**src/rtl/spim_pkg.sv**
```systemverilog
package spim_pkg;
  localparam logic [4:0] OFF_CTRL  = 5'h00;
  localparam logic [4:0] OFF_CFG   = 5'h04;
  localparam logic [4:0] OFF_TXD   = 5'h08;
  localparam logic [4:0] OFF_RXD   = 5'h0C;
  localparam logic [4:0] OFF_CAUSE = 5'h10;

  localparam int FACT_W  = 4;
  localparam int EXPO_W  = 3;
  localparam int DIV_W   = FACT_W + (1 << EXPO_W) - 1;

  localparam int B_CSEN   = 0;
  localparam int B_READY  = 1;
  localparam int B_CSNUM  = 2;
  localparam int B_EXPO0  = 4;
  localparam int B_EXPOHI = 6;
  localparam int B_CPOL   = 11;
  localparam int B_CPHA   = 12;
  localparam int B_TXLSB  = 13;
  localparam int B_RXLSB  = 14;

  function automatic logic [7:0] flip8(input logic [7:0] v);
    logic [7:0] r;
    for (int i = 0; i < 8; i++) r[i] = v[7-i];
    return r;
  endfunction
endpackage

```
**src/rtl/spim_prescale.sv**
```systemverilog
module spim_prescale
  import spim_pkg::*;
(
  input  logic [FACT_W-1:0] fact,
  input  logic [EXPO_W-1:0] expo,
  output logic [DIV_W-1:0]  lo_len,
  output logic [DIV_W-1:0]  hi_len,
  output logic              legal
);
  logic [DIV_W-1:0] div_raw;
  logic [DIV_W-1:0] div_eff;

  always_comb begin
    div_raw = DIV_W'(fact) << expo;
    div_eff = (div_raw < DIV_W'(2)) ? DIV_W'(2) : div_raw;
    lo_len  = div_eff >> 1;
    hi_len  = div_eff - lo_len;
    legal   = (fact != '0);
  end
endmodule

```
**src/rtl/spim_shifter.sv**
```systemverilog
module spim_shifter
  import spim_pkg::*;
(
  input  logic             clk,
  input  logic             rst_n,
  input  logic             start,
  input  logic [7:0]       tx_byte,
  input  logic             cpol_live,
  input  logic             cpol,
  input  logic             cpha,
  input  logic             tx_lsb,
  input  logic             rx_lsb,
  input  logic [DIV_W-1:0] lo_len,
  input  logic [DIV_W-1:0] hi_len,
  input  logic             miso,
  output logic             busy,
  output logic             done,
  output logic [7:0]       rx_word,
  output logic             sclk,
  output logic             mosi
);
  logic             busy_q, act_q, cpol_q, cpha_q, rxl_q;
  logic [3:0]       hidx_q;
  logic [DIV_W-1:0] hcnt_q, lo_q, hi_q;
  logic [7:0]       tx_q, rx_q, rx_nxt;
  logic             edge_now, last, samp, shft;

  always_comb begin
    edge_now = busy_q && (hcnt_q == '0);
    last     = (hidx_q == 4'd15);
    samp     = (hidx_q[0] == cpha_q);
    shft     = !samp && !(!cpha_q && last) && !(cpha_q && hidx_q == 4'd0);
    rx_nxt   = samp ? {rx_q[6:0], miso} : rx_q;
    done     = edge_now && last;
    rx_word  = rxl_q ? flip8(rx_nxt) : rx_nxt;
  end

  always_ff @(posedge clk or negedge rst_n) begin
    if (!rst_n) begin
      busy_q <= 1'b0; act_q <= 1'b0; cpol_q <= 1'b0; cpha_q <= 1'b0; rxl_q <= 1'b0;
      hidx_q <= '0; hcnt_q <= '0; lo_q <= '0; hi_q <= '0; tx_q <= '0; rx_q <= '0;
    end else if (!busy_q) begin
      if (start) begin
        busy_q <= 1'b1;
        act_q  <= 1'b0;
        hidx_q <= '0;
        hcnt_q <= lo_len - DIV_W'(1);
        lo_q   <= lo_len;
        hi_q   <= hi_len;
        tx_q   <= tx_lsb ? flip8(tx_byte) : tx_byte;
        rx_q   <= '0;
        cpol_q <= cpol;
        cpha_q <= cpha;
        rxl_q  <= rx_lsb;
      end
    end else if (edge_now) begin
      act_q  <= ~act_q;
      hidx_q <= hidx_q + 4'd1;
      rx_q   <= rx_nxt;
      if (shft) tx_q <= {tx_q[6:0], 1'b0};
      hcnt_q <= (hidx_q[0] ? lo_q : hi_q) - DIV_W'(1);
      if (last) busy_q <= 1'b0;
    end else begin
      hcnt_q <= hcnt_q - DIV_W'(1);
    end
  end

  assign busy = busy_q;
  assign sclk = busy_q ? (cpol_q ^ act_q) : cpol_live;
  assign mosi = tx_q[7];

  // clock level and outgoing bit only move on a half-period boundary
  assert_hold_between_edges_R5: assert property (@(posedge clk) disable iff (!rst_n)
    (busy_q && hcnt_q != '0) |=> ($stable(tx_q) && $stable(act_q)));
endmodule

```
**src/rtl/spi_byte_master.sv**
```systemverilog
module spi_byte_master
  import spim_pkg::*;
#(
  parameter int N_CS = 8
) (
  input  logic            clk,
  input  logic            rst_n,
  input  logic            bus_valid,
  output logic            bus_ready,
  input  logic            bus_write,
  input  logic [4:0]      bus_addr,
  input  logic [31:0]     bus_wdata,
  output logic [31:0]     bus_rdata,
  output logic            spi_sclk,
  output logic            spi_mosi,
  input  logic            spi_miso,
  output logic [N_CS-1:0] spi_cs_n
);
  localparam int CS_W = (N_CS > 1) ? $clog2(N_CS) : 1;

  logic              cs_en_q, cpol_q, cpha_q, txl_q, rxl_q, cause_q;
  logic [CS_W-1:0]   cs_num_q;
  logic [FACT_W-1:0] fact_q;
  logic [EXPO_W-1:0] expo_q;
  logic [7:0]        txd_q, rxd_q;
  logic [DIV_W-1:0]  lo_len, hi_len;
  logic              legal, busy_w, done_w, wr, start_ok;
  logic [7:0]        rx_word;

  assign bus_ready = 1'b1;
  assign wr        = bus_valid && bus_write;
  assign start_ok  = wr && (bus_addr == OFF_TXD) && !busy_w && legal;

  spim_prescale u_presc (
    .fact(fact_q), .expo(expo_q), .lo_len(lo_len), .hi_len(hi_len), .legal(legal)
  );

  spim_shifter u_shift (
    .clk(clk), .rst_n(rst_n), .start(start_ok), .tx_byte(bus_wdata[7:0]),
    .cpol_live(cpol_q), .cpol(cpol_q), .cpha(cpha_q), .tx_lsb(txl_q), .rx_lsb(rxl_q),
    .lo_len(lo_len), .hi_len(hi_len), .miso(spi_miso),
    .busy(busy_w), .done(done_w), .rx_word(rx_word), .sclk(spi_sclk), .mosi(spi_mosi)
  );

  always_ff @(posedge clk or negedge rst_n) begin
    if (!rst_n) begin
      cs_en_q <= 1'b0; cs_num_q <= '0; fact_q <= '0; expo_q <= '0;
      cpol_q <= 1'b0; cpha_q <= 1'b0; txl_q <= 1'b0; rxl_q <= 1'b0;
      txd_q <= '0; rxd_q <= '0; cause_q <= 1'b0;
    end else begin
      if (wr && bus_addr == OFF_CTRL) begin
        cs_en_q  <= bus_wdata[B_CSEN];
        cs_num_q <= bus_wdata[B_CSNUM +: CS_W];
      end
      if (wr && bus_addr == OFF_CFG) begin
        fact_q <= bus_wdata[FACT_W-1:0];
        expo_q <= {bus_wdata[B_EXPOHI +: 2], bus_wdata[B_EXPO0]};
        cpol_q <= bus_wdata[B_CPOL];
        cpha_q <= bus_wdata[B_CPHA];
        txl_q  <= bus_wdata[B_TXLSB];
        rxl_q  <= bus_wdata[B_RXLSB];
      end
      if (start_ok) txd_q <= bus_wdata[7:0];
      if (done_w) begin
        rxd_q   <= rx_word;
        cause_q <= 1'b1;
      end else if (wr && bus_addr == OFF_CAUSE && bus_wdata == '0) begin
        cause_q <= 1'b0;
      end
    end
  end

  always_comb begin
    bus_rdata = '0;
    if (bus_valid && !bus_write) begin
      case (bus_addr)
        OFF_CTRL: begin
          bus_rdata[B_CSEN]           = cs_en_q;
          bus_rdata[B_READY]          = !busy_w;
          bus_rdata[B_CSNUM +: CS_W]  = cs_num_q;
        end
        OFF_CFG: begin
          bus_rdata[FACT_W-1:0]       = fact_q;
          bus_rdata[B_EXPO0]          = expo_q[0];
          bus_rdata[B_EXPOHI +: 2]    = expo_q[2:1];
          bus_rdata[B_CPOL]           = cpol_q;
          bus_rdata[B_CPHA]           = cpha_q;
          bus_rdata[B_TXLSB]          = txl_q;
          bus_rdata[B_RXLSB]          = rxl_q;
        end
        OFF_TXD:   bus_rdata[7:0] = txd_q;
        OFF_RXD:   bus_rdata[7:0] = rxd_q;
        OFF_CAUSE: bus_rdata[0]   = cause_q;
        default:   bus_rdata      = '0;
      endcase
    end
  end

  for (genvar g = 0; g < N_CS; g++) begin : g_cs
    assign spi_cs_n[g] = !(cs_en_q && cs_num_q == CS_W'(g));
  end

  // never more than one select active
  assert_one_cs_R3: assert property (@(posedge clk) disable iff (!rst_n)
    $onehot0(~spi_cs_n));
  // cause is raised exactly as the shifter goes idle
  assert_cause_on_done_R8: assert property (@(posedge clk) disable iff (!rst_n)
    $rose(cause_q) |-> $fell(busy_w));
  // a launch during a transfer leaves the transmit register alone
  assert_busy_write_ignored_R9: assert property (@(posedge clk) disable iff (!rst_n)
    (busy_w && wr && bus_addr == OFF_TXD) |=> $stable(txd_q));
  // zero factor never starts the shifter
  assert_no_start_illegal_R10: assert property (@(posedge clk) disable iff (!rst_n)
    (!busy_w && fact_q == '0) |=> !busy_w);
endmodule

```
**config.mk**
```make
export PLATFORM = sky130hd
export DESIGN_NAME = spi_byte_master
export DESIGN_NICKNAME = d
export VERILOG_FILES = /design/src/rtl/spim_pkg.sv /design/src/rtl/spim_prescale.sv /design/src/rtl/spim_shifter.sv /design/src/rtl/spi_byte_master.sv
export SDC_FILE = /design/constraint.sdc
export NUM_CORES = 1
export LEC_CHECK = 0
export BUFFER_PORTS_ARGS = -buffer_cell sky130_fd_sc_hd__buf_2
export CAP_MARGIN = 20
export CORE_UTILIZATION = 40
export CTS_CLUSTER_DIAMETER = 200
export DETAILED_ROUTE_END_ITERATION = 8
export SLEW_MARGIN = 10
export SYNTH_ARGS = -nofsm -noshare
export SYNTH_HDL_FRONTEND = slang
export SYNTH_SLANG_ARGS = --single-unit
```
**constraint.sdc**
```tcl
create_clock -name clk -period 5.09 [get_ports clk]
set_input_delay 0.7635 -clock clk [delete_from_list [all_inputs] [get_ports clk]]
set_output_delay 0.7635 -clock clk [all_outputs]
set_load 0.005 [all_outputs]
```
==> metrics.txt <==
NumNets Final=740; clk_skew=0.00790 ns; synth warn=0; Final Critical Period=4.57 ns; total CTS buffers=9; Setup crit end=u_shift.hi_q[10]$_DFFE_PN0P_; Starting Density=0.410; setup violators final=0; Setup Fix Bufs, Post-CTS=0; maximum vdd drop=0.195 mV; number of antenna diodes=0; Worst setup EP type=register; Final GP Congestion=0.913; Main synth FF type=dfrtp_1; num ports=85; number of core rows=43; grt total ovfl=0; share of layout cells above drive strength 1=0.190; CTS resizes=0; Netlist cell types=65; launch point of the worst path=expo_q[0]$_DFFE_PN0P_; CTS clk-pin slew, worst paths=0.07 ns; Setup TNS Final=0 ns; vias in the first global route=4637; Synth area leaders=dfrtp_1, nand2_1, o21ai_0, mux2_2, mux2i_1; Max stage delay cell, worst path=mux4_2; pin count of the biggest net entering global routing=58; R2R Setup Slk=0.52 ns; Port Buffers=63; final core utilization=0.461; die area=14600 µm²; capturing point of the worst reg2reg path=u_shift.hi_q[10]$_DFFE_PN0P_; Final Hold Viols=0; Die W=121 µm; drt first pass iters=5; Iteration-0 DRC Markers=350; Root Buffer=clkbuf_16; sequential area share after synthesis=0.393; synth cell count leaders=nand2_1, dfrtp_1, o21ai_0; Post-synth EDFFs=0; area share of the largest cell type after synthesis=0.393; worst-skew pair later-pin latency=0.35 ns; global-route wire length before repair=24.4 mm; Die Span Y=121 µm; Leak Pwr=3.00 nW; Power Density=397 nW/µm²; Total GRT Usage=0.217; clock tree buffer depth=2; required time worst endpoint=5.33 ns; detailed-route via count=4902; DRC errors left=0; Slew Viols, Final=0; Worst Hold Class=input port to asynchronous set/reset pin; crit path launch type=register; most frequent cell after synthesis=nand2_1; Core Region=13800 µm²; Worst path max stage delay=0.69 ns; status=complete, no violations; post-route clock period utilization=0.898; cells after synthesis=640; CP arrival=4.81 ns; Syn-to-layout area delta=12.6%; crit path kind=register to register; average wire per standard cell=17.5 µm; worst slew margin relative to its limit=0.485; Final ANT Viol Nets=0; RSZ-0062 raised after global routing=false; crit-path most repeated cell=a21oi_1; Netlist Area Pre-Place=5670 µm²; reg2reg start=expo_q[0]$_DFFE_PN0P_; Worst Tran Pin Value=0.770 ns; Async S/R FF share, synth=1.00; MaxCap Viol Count=0; Total Wirelength=15.2 mm; Yosys reg bits=89; hpwl dp=11.1 mm; syn_area_per_cell=8.85 µm²; CTS tree=done; initial antenna violation count=0; crit path cell chain=mux4_2 > a21oi_2 > o21ai_2 > or4_4 > nand2_1 > ha_1 > inv_1 > fa_1 > a21o_1 > a21oi_1 > o21ai_0 > o2111ai_1 > a21oi_1 > mux2i_1 > a211o_1; # hold bufs at CTS=0; Crit Path Max Fanout=16; CTS sink cnt=89; H-tree levels=3; Via density=5.63; Synth area leader=dfrtp_1; FMAX=0.219 GHz; R2R depth=15; Power Total=2.53 mW
==> layout make-up <==
cell class                      count  area, µm²
Clock inverter                      5        103
Sequential cell                    89       2230
Multi-Input combinational cell    496       3150
Tap cell                          180        225
Timing Repair Buffer               69        363
Inverter                           20       75.1
Fill cell                        1309       7450
Clock buffer                       11        243
==> cell families after synthesis <==
kind of cell | count (synthesis) | synth area share
buf+inv | 74 | 0.0656
fa+ha+maj | 13 | 0.0300
flops | 89 | 0.393
xor+xnor | 14 | 0.0216
simple gates | 250 | 0.214
mux | 60 | 0.125
compound gates | 138 | 0.149
other cells | 2 | 0.00133
==> state kept, by name, summed over array words and instances, names as in the netlist <==
name,count
u_shift.lo_q,10
u_shift.busy,1
u_shift.rx_q,8
cause_q,1
cs_num_q,3
cpol_q,1
u_shift.cpha_q,1
cs_en_q,1
u_shift.cpol_q,1
cpha_q,1
fact_q,4
u_shift.hidx_q,4
u_shift.hcnt_q,11
txd_q,8
u_shift.tx_q,8
u_shift.hi_q,11
rxd_q,8
u_shift.act_q,1
rxl_q,1
txl_q,1
u_shift.rxl_q,1
expo_q,3
==> worst min path at each step <==
stage / startpoint / end / slack [ns]
2_1_floorplan: u_shift.hi_q[8]$_DFFE_PN0P_ / u_shift.hi_q[8]$_DFFE_PN0P_ / 0.44
3_3_place_gp: txd_q[6]$_DFFE_PN0P_ / txd_q[6]$_DFFE_PN0P_ / 0.45
3_5_place_dp: txd_q[0]$_DFFE_PN0P_ / txd_q[0]$_DFFE_PN0P_ / 0.47
4_1_cts: rst_n / u_shift.hi_q[5]$_DFFE_PN0P_ / 0.39
5_1_grt: rst_n / u_shift.hi_q[5]$_DFFE_PN0P_ / 0.41
6_report: rst_n / u_shift.hi_q[5]$_DFFE_PN0P_ / 0.38
==> cells in the final DEF (no fill, tap or decap), types with 21 or more instances in the layout <==
cell     instances
dfrtp_1         89
mux2i_1         26
nand2_1        103
o21ai_0         64
nor2_1          38
mux2_2          27
conb_1          21
nand3_1         23
buf_2           62
==> power by group <==
group	switching [mW]	leakage (nW)	internal [mW]
combinational	0.466	1.71	0.355
clock	0.282	0.166	0.492
sequential	0.131	1.13	0.808
==> stage by stage <==
step | instance area [µm²] | hold slack [ns] | cells | worst slack (ns)
after floorplan | 5740 | 0.438 | 659 | 1.13
after global placement | 6030 | 0.455 | 853 | 0.675
after detailed placement | 6030 | 0.468 | 853 | 0.553
after CTS | 6370 | 0.393 | 869 | 0.545
after global routing | 6380 | 0.409 | 870 | 0.261
final | 6380 | 0.375 | 870 | 0.518
==> per-layer routing <==
layer | part of all wire | vias to the layer above | track usage
met4 | 0.020 | 0 | 0.0741
met3 | 0.052 | 24 | 0.0503
met1 | 0.46 | 2408 | 0.298
met5 | 0 | - | 0
met2 | 0.46 | 147 | 0.335
li1 | - | 2323 | -
==> critical path, delay by kind of cell, from the launching register on <==
kind	cells	cell delay, ns
simple gates	2	0.80
mux	2	0.82
fa+ha+maj	2	0.59
buf+inv	1	0.05
flops	1	0.63
compound gates	8	1.57
Note: power is estimated with default switching activity, not from simulation.
